$ cat src/rtl/irq_arb_pkg.sv
// Package: shared sizes and the handler-address function for the interrupt arbiter.
// Assumes source index order equals the fixed polling order.
package irq_arb_pkg;
    localparam int NSRC       = 5;
    localparam int SRC_W      = $clog2(NSRC);
    localparam int ADDR_W     = 16;
    localparam int VEC_BASE   = 3;
    localparam int VEC_STRIDE = 8;

    // Handler address for a source index.
    function automatic logic [ADDR_W-1:0] vec_of(input logic [SRC_W-1:0] idx);
        return ADDR_W'(VEC_BASE + VEC_STRIDE * int'(idx));
    endfunction
endpackage

$ cat src/rtl/irq_prio_pick.sv
// Module: finds the lowest-index set bit of a candidate vector.
// Assumes lower index means earlier in the polling order.
module irq_prio_pick #(
    parameter int N = 5,
    parameter int W = $clog2(N)
) (
    input  logic [N-1:0] cand,
    output logic         found,
    output logic [W-1:0] idx
);
    // Scan from the top so the lowest set bit is written last.
    always_comb begin
        found = 1'b0;
        idx   = '0;
        for (int i = N - 1; i >= 0; i--) begin
            if (cand[i]) begin
                found = 1'b1;
                idx   = W'(i);
            end
        end
    end
endmodule

$ cat src/rtl/irq_svc_track.sv
// Module: two in-service latches (high, low) with return-driven release.
// Assumes set and release never coincide (a return blocks acceptance).
module irq_svc_track (
    input  logic clk,
    input  logic rst_n,
    input  logic set_hi,
    input  logic set_lo,
    input  logic release_i,
    output logic busy_hi,
    output logic busy_lo
);
    // High latch: set on high acceptance, cleared first on return.
    always_ff @(posedge clk) begin
        if (!rst_n)                   busy_hi <= 1'b0;
        else if (release_i && busy_hi) busy_hi <= 1'b0;
        else if (set_hi)              busy_hi <= 1'b1;
    end

    // Low latch: cleared on return only when no high handler runs.
    always_ff @(posedge clk) begin
        if (!rst_n)                    busy_lo <= 1'b0;
        else if (release_i && !busy_hi) busy_lo <= 1'b0;
        else if (set_lo)               busy_lo <= 1'b1;
    end

    // a return with the high level running leaves it released
    p_hi_release_r8: assert property (@(posedge clk) disable iff (!rst_n)
        $past(release_i && busy_hi) |-> !busy_hi);

    // the low latch survives a return that released the high level
    p_lo_kept_r8: assert property (@(posedge clk) disable iff (!rst_n)
        $past(release_i && busy_hi && busy_lo) |-> busy_lo);

    // a low handler never starts under a running high handler
    p_lo_start_r7: assert property (@(posedge clk) disable iff (!rst_n)
        $rose(busy_lo) |-> !busy_hi);
endmodule

$ cat src/rtl/irq_arbiter.sv
// Module: two-level interrupt arbiter, top level.
// Gates requests by enables, picks a winner per level, accepts on a clean
// final machine cycle and issues a registered vector request.
// Assumes the CPU clears the request flags itself.
module irq_arbiter
    import irq_arb_pkg::*;
(
    input  logic              clk,
    input  logic              rst_n,
    input  logic [NSRC-1:0]   req_flags,
    input  logic [NSRC-1:0]   src_enable,
    input  logic              glob_en,
    input  logic [NSRC-1:0]   src_high,
    input  logic              last_cycle,
    input  logic              insn_reti,
    input  logic              reg_access,
    output logic              vec_req,
    output logic [ADDR_W-1:0] vec_addr,
    output logic              insvc_hi,
    output logic              insvc_lo
);
    localparam int NLVL = 2;

    logic [NSRC-1:0]  pend;
    logic [NSRC-1:0]  cand  [NLVL];
    logic [NLVL-1:0]  found;
    logic [SRC_W-1:0] idx   [NLVL];
    logic             poll_ok, take_hi, take_lo, take_any, release_fire;
    logic [SRC_W-1:0] win_idx;

    // Request qualification and split into levels (index 1 = high).
    always_comb begin
        pend    = req_flags & src_enable & {NSRC{glob_en}};
        cand[1] = pend & src_high;
        cand[0] = pend & ~src_high;
    end

    // One polling-order picker per level.
    for (genvar lv = 0; lv < NLVL; lv++) begin : g_lvl
        irq_prio_pick #(.N(NSRC), .W(SRC_W)) pick_i (
            .cand  (cand[lv]),
            .found (found[lv]),
            .idx   (idx[lv])
        );
    end

    // Acceptance decision from poll window, level winners and latches.
    always_comb begin
        poll_ok      = last_cycle && !insn_reti && !reg_access;
        take_hi      = poll_ok && found[1] && !insvc_hi;
        take_lo      = poll_ok && !found[1] && found[0] && !insvc_hi && !insvc_lo;
        take_any     = take_hi || take_lo;
        win_idx      = take_hi ? idx[1] : idx[0];
        release_fire = last_cycle && insn_reti;
    end

    // Registered vector request and address.
    always_ff @(posedge clk) begin
        if (!rst_n) begin
            vec_req  <= 1'b0;
            vec_addr <= '0;
        end else begin
            vec_req <= take_any;
            if (take_any) vec_addr <= vec_of(win_idx);
        end
    end

    irq_svc_track svc_i (
        .clk       (clk),
        .rst_n     (rst_n),
        .set_hi    (take_hi),
        .set_lo    (take_lo),
        .release_i (release_fire),
        .busy_hi   (insvc_hi),
        .busy_lo   (insvc_lo)
    );

    // acceptance follows only a final-cycle poll
    p_final_cycle_r4: assert property (@(posedge clk) disable iff (!rst_n)
        vec_req |-> $past(last_cycle));

    // no acceptance on a return or register-access instruction
    p_insn_block_r5: assert property (@(posedge clk) disable iff (!rst_n)
        vec_req |-> !$past(insn_reti || reg_access));

    // no acceptance with global enable clear
    p_global_en_r6: assert property (@(posedge clk) disable iff (!rst_n)
        vec_req |-> $past(glob_en));

    // a running high handler blocks everything
    p_hi_blocks_r7: assert property (@(posedge clk) disable iff (!rst_n)
        vec_req |-> !$past(insvc_hi));

    // every acceptance leaves some level in service
    p_level_set_r10: assert property (@(posedge clk) disable iff (!rst_n)
        vec_req |-> (insvc_hi || insvc_lo));
endmodule

$ cat config.mk
export PLATFORM = sky130hd
export DESIGN_NAME = irq_arbiter
export DESIGN_NICKNAME = d
export VERILOG_FILES = /design/src/rtl/irq_arb_pkg.sv /design/src/rtl/irq_prio_pick.sv /design/src/rtl/irq_svc_track.sv /design/src/rtl/irq_arbiter.sv
export SDC_FILE = /design/constraint.sdc
export NUM_CORES = 1
export LEC_CHECK = 0
export ABC_AREA = 0
export BUFFER_PORTS_ARGS = -buffer_cell sky130_fd_sc_hd__buf_2
export CORE_MARGIN = 2
export CORE_UTILIZATION = 27
export CTS_CLUSTER_SIZE = 16
export DETAILED_ROUTE_END_ITERATION = 6
export PLACE_DENSITY = 0.63
export SYNTH_ARGS = -nofsm -noshare
export SYNTH_HDL_FRONTEND = slang
export SYNTH_SLANG_ARGS = --single-unit
$ cat constraint.sdc
create_clock -name clk -period 1.7 [get_ports clk]
set_input_delay 0.085 -clock clk [delete_from_list [all_inputs] [get_ports clk]]
set_output_delay 0.085 -clock clk [all_outputs]
set_load 0.005 [all_outputs]
# ---- Word level (Yosys, flattened, before mapping)
# Index checks and enable logic that the tools add are counted.
dict set report totals {
  inputBits 21
  output_inout_bits 19
  ff_bits 19
}
dict set report classes {
  n_bitwise 6
  reduce_logical 19
  muxes 21
  addsub 1
}
# op count
set op_table {}
lappend op_table {{$mux 3} 11}
lappend op_table {{$and 5x5->5} 4}
lappend op_table {{$logic_and 1x1->1} 11}
lappend op_table {{$mux 1} 10}
lappend op_table {{$add 2x6->7 const A} 1}
lappend op_table {{$logic_not 1->1} 5}
lappend op_table {{$not 5->5} 1}
lappend op_table {{$reduce_or 2->1} 2}
lappend op_table {{$logic_or 1x1->1} 1}
lappend op_table {{$not 1->1} 1}

# ---- Depth between registers and ports, before layout
# Gate-level depths: netlist (run 1).
dict set report depth {
  word_depth 14
  mapped_depth 6
}

# ---- Hierarchy
# Synthesis (run 1) repeated with hierarchy kept, for this count alone.
dict set report hier_totals {
  hier_cells 83
  hier_area_um2 606.8
}
# module area_each_um2 n_inst cells_each
set by_module_without_submodules {}
lappend by_module_without_submodules {irq_arbiter 441.7 1 60}
lappend by_module_without_submodules {irq_prio_pick 48.8 2 8}
lappend by_module_without_submodules {irq_svc_track 67.6 1 7}

# ---- Worst setup path after synthesis (run 1)
# Ideal clock, no wire load.
dict set report synth_path {
  kind {register to register}
  start {register svc_i.busy_hi}
  end {register vec_addr[3]}
  setup_slack_ns 0.231
  n_path_buf 0
  setup_time_ns 0.124
  t_arrival_ns 1.345
  stages_incl_launch_ff 5
  path_cell_list {dfxtp_1 > or4b_4 > a211o_2 > nand2_1 > a31oi_1}
}
dict set report synth_between {
  elab_chain_cells 4
}
# item line
set synth_lines {}
lappend synth_lines {{start, declared} irq_svc_track.sv:9} ;# output logic busy_hi,
lappend synth_lines {{start signal, assigned} irq_svc_track.sv:14} ;# if (!rst_n) busy_hi <= 1'b0;
lappend synth_lines {{start signal, assigned} irq_svc_track.sv:15} ;# else if (release_i && busy_hi) busy_hi <= 1'b0;
lappend synth_lines {{start signal, assigned} irq_svc_track.sv:16} ;# else if (set_hi) busy_hi <= 1'b1;
lappend synth_lines {{$logic_not 1->1 *} {irq_arbiter.sv:50, irq_arbiter.sv:51}}
lappend synth_lines {{$logic_and 1x1->1, on equally long branches} {irq_arbiter.sv:50, irq_arbiter.sv:51}}
lappend synth_lines {{$mux 3 or $logic_and 1x1->1 (tied branches)} {irq_arbiter.sv:53, irq_arbiter.sv:51}}
lappend synth_lines {{$add 2x6->7 or $logic_or 1x1->1 (tied branches)} {irq_arb_pkg.sv:12, irq_arbiter.sv:52}}
lappend synth_lines {{end signal, assigned} irq_arbiter.sv:64} ;# if (take_any) vec_addr <= vec_of(win_idx);
lappend synth_lines {{end, declared} irq_arbiter.sv:18} ;# output logic [ADDR_W-1:0] vec_addr,
# Every way passes the cells marked *; elsewhere a longest branch is shown, timed or not.
# A chain may end at the register's enable or synchronous reset.

# ---- Worst setup path in the final report (run 1)
# Same ends and word-level chain as after synthesis.

==> flow_summary.ini, run 1 <==
[timing]
layout_setup_ws_ps = 169
finClkSkew_ps = 10.4
finalSetupViolCount = 0
report.final.slew_viol_count = 0
final.setup.tns_ps = 0
post-route-period-util_pct = 90.1
final-hold-violation-count = 0
period_needed_ps = 1530
clock.fmax_mhz = 653
rsz0062_at_grt = no

[setup_path]
critPathKind = flop to flop
slowest_delay_ps = 580
arrival_ps = 1660
crit_path_end_kind = flop
regToRegEndpoint = vec_addr[3]$_SDFFE_PN0P_
cp-start-kind = flop
cp.required_ps = 1830
rrSetupSlack_ps = 170
crit_chain = or4b_4 -> a211o_2 -> nand2_1 -> a31oi_1
r2r_cells = 4
critPathTopFamily = simple AND/OR/NAND/NOR gates
worstPathMaxFanout = 5
r2r_start = svc_i.busy_hi$_SDFFE_PP0P_
path_buf_inv = 0
crit_path_top_delay_cell = or4b_4

[synthesis]
synthFlopType = dfxtp_1
synthCells = 74
synth-edff-count = 0
synthTopCellsByArea = dfxtp_1, buf_4, nand3_1
yosys-top-cells-count = buf_4, dfxtp_1, nand3_1, a21oi_1, nand2_1
synth_top_area_share_pct = 22.4
synth_area_per_cell_um2 = 8.47
synth.distinct_cells = 32
ys_warn_count = 0
ys_ff_latch = 7
synth.largest_area_cell = dfxtp_1
seq_area_frac_synth_pct = 22.4
synth_most_common_cell = buf_4
synthArstFlopShare_pct = 0
netlist_area_um2 = 627

[global_route]
antenna_found_initial = 0
grt_max_degree = 14
grt_pass1_wl_um = 2340
grt_pass1_vias = 559
grtUsageTotal_pct = 11.4
overflow = 0

[clock_network]
cts_buffers = 3
cts_htree_levels = 1
cts_hold_buffers = 0
path_clk_slew_ps = 50
clock-sinks = 7
root_buffer = clkbuf_4
clock_path_buffers = 2
cts_resized = 0
tritoncts = done
clock_latency_ps = 260
post_cts_buffers = 0

[drt]
drc_errors = 0
wirelength_um = 1500
vias_per_cell = 5.08
ant_nets = 0
num_vias = 670
drt_iter0_markers = 9
firstDrtPassIters = 4
routedWlPerCell_um = 11.3

[job]
drv_cap = 0

[place]
portBuffers = 28
dp_hpwl_um = 1310
gp_congestion = 0.882
dpl_worst_slack_ps = 171

[status]
status = finished clean

[floorplan]
die_h_um = 52.2
io_pins = 40
start_util_pct = 28.3
die_w_um = 52.2
die-area_um2 = 2720
row_count = 17
core_area_um2 = 2210

[final_layout]
drive_gt1_share_pct = 39.4
num-nets-final = 126
antenna_cells = 0
syn_to_final_growth_pct = 23.2
n_fill_cell = 258

[power]
p_leak_nw = 0.362
ir_drop_mv = 0.220
power.density_nw_per_um2 = 553

[hold_path]
worstHoldPathType = input port to flop
min_to = vec_addr[1]$_SDFFE_PN0P_
worstHoldPathCells = 2
hp-start = rst_n
## cell type report
cell class	instances	area (um^2)	area share (%)
flip-flops and latches	7	140	18.2
repair buffers	29	148	19.1
inverters	1	3.75	0.486
well taps	28	35.0	4.54
multi-input cells	63	419	54.3
clock buffers	4	26.3	3.40
## how the worst max path moves through the flow
stage                               endpoint                        from  cells after the start
floorplan           vec_addr[3]$_SDFFE_PN0P_  svc_i.busy_hi$_SDFFE_PP0P_                      4
global placement    vec_addr[3]$_SDFFE_PN0P_  svc_i.busy_hi$_SDFFE_PP0P_                      4
detailed placement  vec_addr[3]$_SDFFE_PN0P_  svc_i.busy_hi$_SDFFE_PP0P_                      4
CTS                 vec_addr[3]$_SDFFE_PN0P_  svc_i.busy_hi$_SDFFE_PP0P_                      4
global route        vec_addr[5]$_SDFFE_PN0P_  svc_i.busy_hi$_SDFFE_PP0P_                      4
finish              vec_addr[3]$_SDFFE_PN0P_  svc_i.busy_hi$_SDFFE_PP0P_                      4
## where the power goes
group	internal (mW)	total [mW]	switching, mW
registers	0.169	0.172	0.00304
clock network	0.0898	0.156	0.0658
logic	0.0450	0.0992	0.0542
total	0.304	0.427	0.123
## stage by stage
step	util [%]	area, um^2	total power, mW	hold WS (ps)	cells
floorplan	-	664	0.249	202	84
global placement	33.7	746	0.271	353	128
detailed placement	33.7	746	0.274	352	128
CTS	34.9	772	0.432	92.7	132
global route	34.9	772	0.451	92.4	132
finish	34.9	772	0.427	101	132
## layer usage
| metal | share of wire [%] | global-route usage [%] |
|---|---|---|
| met2 | 49 | 19.4 |
| met4 | 0 | 2.56 |
| met3 | 8.8 | 3.43 |
| met5 | 0 | 0 |
| met1 | 42 | 14.2 |
## registers in the layout, summed over array words and instances, names as in the netlist
| name | count |
|---|---|
| vec_addr | 4 |
| svc_i.busy_hi | 1 |
| svc_i.busy_lo | 1 |
| vec_req | 1 |
## layout by cell type (no fill, tap or decap)
| master | n |
|---|---|
| a31oi_1 | 2 |
| conb_1 | 11 |
| and4b_4 | 1 |
| dfxtp_1 | 7 |
| o21ai_2 | 1 |
| o211ai_1 | 1 |
| nand2_1 | 5 |
| buf_2 | 28 |
| nand4b_1 | 2 |
| o22ai_1 | 1 |
| and4_1 | 1 |
| or4b_4 | 1 |
| nand3_1 | 7 |
| nor3_2 | 1 |
| clkbuf_4 | 3 |
| nand2b_1 | 1 |
| nand4_1 | 4 |
| a211o_2 | 1 |
| o31ai_1 | 2 |
| buf_4 | 1 |
| clkbuf_1 | 1 |
| a21oi_1 | 5 |
| and4b_1 | 3 |
| o21ai_0 | 2 |
| nor2_1 | 2 |
| nor4b_2 | 1 |
| nor3b_1 | 1 |
| o21a_1 | 2 |
| inv_1 | 1 |
| or2_1 | 1 |
| o21ba_2 | 1 |
| nor4_4 | 1 |
| o221ai_1 | 1 |
| a211oi_2 | 1 |
## logic make-up (layout without fill, tap and decap cells)
family / Yosys count / in the layout / synth area share, %
other cells: 1 / 11 / 0.598
buf+inv: 14 / 34 / 16.8
simple gates: 32 / 32 / 37.7
flops: 7 / 7 / 22.4
compound gates: 20 / 20 / 22.6
No activity file was read; power rests on OpenSTA's default activity.
==> inputs of run 2 (changes only) <==
--- a/config.mk
+++ b/config.mk
@@ -8,10 +8,10 @@
 export ABC_AREA = 0
 export BUFFER_PORTS_ARGS = -buffer_cell sky130_fd_sc_hd__buf_2
 export CORE_MARGIN = 2
-export CORE_UTILIZATION = 27
+export CORE_UTILIZATION = 37
 export CTS_CLUSTER_SIZE = 16
 export DETAILED_ROUTE_END_ITERATION = 6
-export PLACE_DENSITY = 0.63
+export PLACE_DENSITY = 0.82
 export SYNTH_ARGS = -nofsm -noshare
 export SYNTH_HDL_FRONTEND = slang
 export SYNTH_SLANG_ARGS = --single-unit
==> constraint.sdc (replaced) <==
create_clock -name clk -period 1.25 [get_ports clk]
set_input_delay 0.0625 -clock clk [delete_from_list [all_inputs] [get_ports clk]]
set_output_delay 0.0625 -clock clk [all_outputs]
set_load 0.005 [all_outputs]
==> flow_summary.ini, run 2 (synthesized netlist as in run 1, its figures left out) <==
[status]
status = finished, violations left
violations = negative setup slack

[drt]
num_vias = 690
vias_per_cell = 5.11
drt_iter0_markers = 5
firstDrtPassIters = 4
drc_errors = 0
ant_nets = 0
routedWlPerCell_um = 12.0
wirelength_um = 1620

[floorplan]
core_area_um2 = 1540
io_pins = 40
start_util_pct = 40.7
die_h_um = 45.2
die-area_um2 = 2040
row_count = 14
die_w_um = 45.2

[setup_path]
arrival_ps = 1600
crit_path_top_delay_cell = or4b_4
cp.required_ps = 1390
worstPathMaxFanout = 4
r2r_start = svc_i.busy_hi$_SDFFE_PP0P_
cp-start-kind = flop
crit_chain = or4b_4 -> a211o_4 -> nand2_4 -> a31oi_1
crit_start = svc_i.busy_hi$_SDFFE_PP0P_
critPathKind = flop to flop
slowest_delay_ps = 530
crit_path_end_kind = flop

[final_layout]
largest_register = vec_addr
final_common_cell = buf_2
syn_to_final_growth_pct = 42.7
instances_no_fill = 135
drive_gt1_share_pct = 49.6
num-nets-final = 141
largest_register_ffs = 4
final_cell_mix = buf_2, buf_4, conb_1
antenna_cells = 0
stdcell_area_um2 = 895

[timing]
layout_setup_ws_ps = -212
clock.fmax_mhz = 684
finalSetupViolCount = 7
final-hold-violation-count = 0
whs_ps = 77.0
rsz0062_at_grt = yes
finClkSkew_ps = 2.54
report.final.slew_viol_count = 0
post-route-period-util_pct = 117
period_needed_ps = 1460

[global_route]
grt_max_degree = 10
grtUsageTotal_pct = 18.2
overflow = 0
grt_pass1_vias = 655
antenna_found_initial = 0
grt_pass1_wl_um = 2680

[clock_network]
clock_latency_ps = 260
clock_path_buffers = 2
root_buffer = clkbuf_4
cts_htree_levels = 1
tritoncts = done
path_clk_slew_ps = 60
cts_buffers = 3
clock-sinks = 7

[hold_path]
worstHoldPathType = input port to flop
hp-start = rst_n

[place]
placed_cell_area_um2 = 847
gp_congestion = 0.777
dp_hpwl_um = 1380
placedCellCount = 130
portBuffers = 28

[job]
drv_cap = 0

[power]
p_total_uw = 617
ir_drop_mv = 0.465
p_leak_nw = 0.439
power.density_nw_per_um2 = 690
## run 2: final timing paths
kind / cells after the start / slack, ps / to
setup reg to reg: 4 / -210 / vec_addr[3]$_SDFFE_PN0P_
setup / recovery: 4 / -210 / vec_addr[3]$_SDFFE_PN0P_
hold reg to reg: 2 / 470 / vec_addr[5]$_SDFFE_PN0P_
hold / removal: 2 / 80 / vec_addr[1]$_SDFFE_PN0P_
## run 2: critical path: cells and delay by family, from the launching register on
family	cells	cell delay, ps
compound gates	2	390
simple gates	2	610
flops	1	340
## run 2: timing repair
item / in CTS / in global routing
resized for setup: 2 / 0
setup buffers: 1 / 0
setup endpoints to repair: 7 / 7
pin swaps: 0 / 2
hold buffers: 0 / 0
## run 2: layer usage
metal	GRT usage (%)	vias up	share of wire (%)
li1	-	357	-
met4	4.12	0	0
met5	0	-	0
met1	19.2	313	40
met2	33.4	20	54
met3	7.60	0	6.0
## run 2: final cells by class
cell class / instances / area [um^2]
fillers: 149 / 647
multi-input cells: 63 / 442
well taps: 16 / 20.0
repair buffers: 44 / 260
flip-flops and latches: 7 / 141
clock inverters: 1 / 5.00
clock buffers: 3 / 22.5
inverters: 1 / 3.75
## run 2: through the flow
step           setup WS, ps  utilization (%)  setup TNS [ps]
6_report               -212             58.0           -1140
5_1_grt                -279             58.0           -1490
4_1_cts                -203             58.0           -1070
3_5_place_dp           -213             55.0           -1000
3_3_place_gp           -153             55.0            -715
2_1_floorplan          -132                -            -578
## run 2: power by group
| part | leakage, nW | switching (mW) | internal [mW] |
|---|---|---|---|
| Combinational | 0.364 | 0.0835 | 0.0873 |
| Sequential | 0.0571 | 0.00450 | 0.229 |
| Clock | 0.0177 | 0.0953 | 0.117 |
==> inputs of run 3 (changes only) <==
--- a/config.mk
+++ b/config.mk
@@ -12,6 +12,7 @@
 export CTS_CLUSTER_SIZE = 16
 export DETAILED_ROUTE_END_ITERATION = 6
 export PLACE_DENSITY = 0.82
+export RECOVER_POWER = 50
 export SYNTH_ARGS = -nofsm -noshare
 export SYNTH_HDL_FRONTEND = slang
 export SYNTH_SLANG_ARGS = --single-unit
==> flow_summary.ini, run 3 (synthesized netlist as in run 1, its figures left out) <==
[setup_path]
critPathKind = flop to flop
cp.required_ps = 1390
r2r_cells = 4
worstPathMaxFanout = 4
r2r_start = svc_i.busy_hi$_SDFFE_PP0P_
arrival_ps = 1600
regToRegEndpoint = vec_addr[3]$_SDFFE_PN0P_
crit_path_end_kind = flop
cp-start-kind = flop
rrSetupSlack_ps = -210

[final_layout]
antenna_cells = 0
drive_gt1_share_pct = 47.1
regArea_um2 = 141
n_fill_cell = 148
largest_register = vec_addr
syn_to_final_growth_pct = 42.1
final_cell_mix = buf_2, buf_4, conb_1
num-nets-final = 141
final_common_cell = buf_2
largest_register_ffs = 4
multi_input_area_um2 = 442

[clock_network]
clock_path_buffers = 2
clock-sinks = 7
path_clk_slew_ps = 60
root_buffer = clkbuf_4
tritoncts = done
clock_latency_ps = 260
cts_hold_buffers = 0
cts_htree_levels = 1
cts_buffers = 3

[hold_path]
worstHoldPathCells = 2
worstHoldPathType = input port to flop
hp-start = rst_n
min_to = vec_addr[1]$_SDFFE_PN0P_

[timing]
report.final.slew_viol_count = 0
clock.fmax_mhz = 684
finalSetupViolCount = 7
final-hold-violation-count = 0
period_needed_ps = 1460
post-route-period-util_pct = 117
rsz0062_at_grt = yes
layout_setup_ws_ps = -212
finClkSkew_ps = 2.54

[power]
p_total_uw = 617
ir_drop_mv = 0.465
power.density_nw_per_um2 = 693
p_leak_nw = 0.426

[global_route]
overflow = 0
grt_pass1_wl_um = 2680
grt_max_degree = 10
grtUsageTotal_pct = 18.2
antenna_found_initial = 0
grt_pass1_vias = 655

[floorplan]
die_w_um = 45.2
core_area_um2 = 1540
io_pins = 40
start_util_pct = 40.7
die_h_um = 45.2
die-area_um2 = 2040
row_count = 14

[drt]
drt_iter0_markers = 5
vias_per_cell = 5.11
firstDrtPassIters = 4
routedWlPerCell_um = 12.0
ant_nets = 0
drc_errors = 0
wirelength_um = 1620
num_vias = 690

[place]
gp_congestion = 0.777
portBuffers = 28
dp_hpwl_um = 1380
dpl_worst_slack_ps = -213

[status]
status = finished, violations left
violations = negative setup slack

[job]
drv_cap = 0
## run 3: cell count changes in the layout (fill, tap and decap cells not counted), sizes merged
cell,before,now
clkbuf,3,6
buf,44,41
## run 3: stage by stage
step | util (%) | cell area [um^2] | instances | hold slack [ps] | TNS (ps)
4_1_cts | 58.0 | 895 | 135 | 68.8 | -1070
3_3_place_gp | 55.0 | 847 | 130 | 333 | -715
5_1_grt | 57.8 | 891 | 135 | 72.9 | -1490
3_5_place_dp | 55.0 | 847 | 130 | 343 | -1000
2_1_floorplan | - | 676 | 84 | 180 | -578
6_report | 57.8 | 891 | 135 | 77.0 | -1140
## run 3: what timing repair did
item	4_1_cts	5_1_grt
resized for setup	2	0
gates cloned	0	0
pin swaps	0	2
setup buffers	1	0
setup endpoints to repair	7	7
## run 3: critical path: stages, from the launching register on
cell and delay [ps]:
dfxtp_2 340, or4b_4 530, a211o_4 320, nand2_4 80
a31oi_1 70
## run 3: how the worst max path moves through the flow
stage	slack, ps	start	to	cells past startpoint
after detailed placement	-210	svc_i.busy_hi$_SDFFE_PP0P_	vec_addr[5]$_SDFFE_PN0P_	4
final	-210	svc_i.busy_hi$_SDFFE_PP0P_	vec_addr[3]$_SDFFE_PN0P_	4
after floorplan	-130	svc_i.busy_hi$_SDFFE_PP0P_	vec_addr[3]$_SDFFE_PN0P_	4
after CTS	-200	svc_i.busy_hi$_SDFFE_PP0P_	vec_addr[3]$_SDFFE_PN0P_	4
after global placement	-150	svc_i.busy_hi$_SDFFE_PP0P_	vec_addr[5]$_SDFFE_PN0P_	4
after global routing	-280	svc_i.busy_hi$_SDFFE_PP0P_	vec_addr[5]$_SDFFE_PN0P_	4
## run 3: cell type report
| cell class | count | share of cell area, % |
|---|---|---|
| Multi-Input combinational cell | 63 | 49.6 |
| Timing Repair Buffer | 44 | 28.8 |
| Sequential cell | 7 | 15.9 |
| Clock buffer | 3 | 2.53 |
| Tap cell | 16 | 2.25 |
| Clock inverter | 1 | 0.562 |
| Inverter | 1 | 0.421 |
## run 3: where the power goes
part	switching [mW]	internal (mW)
registers	0.00453	0.229
clock network	0.0953	0.117
logic	0.0835	0.0870
total	0.183	0.434
## run 3: layer usage
| layer | routed length (um) | global-route usage [%] | share of wire, % |
|---|---|---|---|
| met2 | 869 | 33.4 | 54 |
| met5 | 0 | 0 | 0 |
| met3 | 97 | 7.60 | 6.0 |
| met4 | 0 | 4.12 | 0 |
| met1 | 650 | 19.2 | 40 |
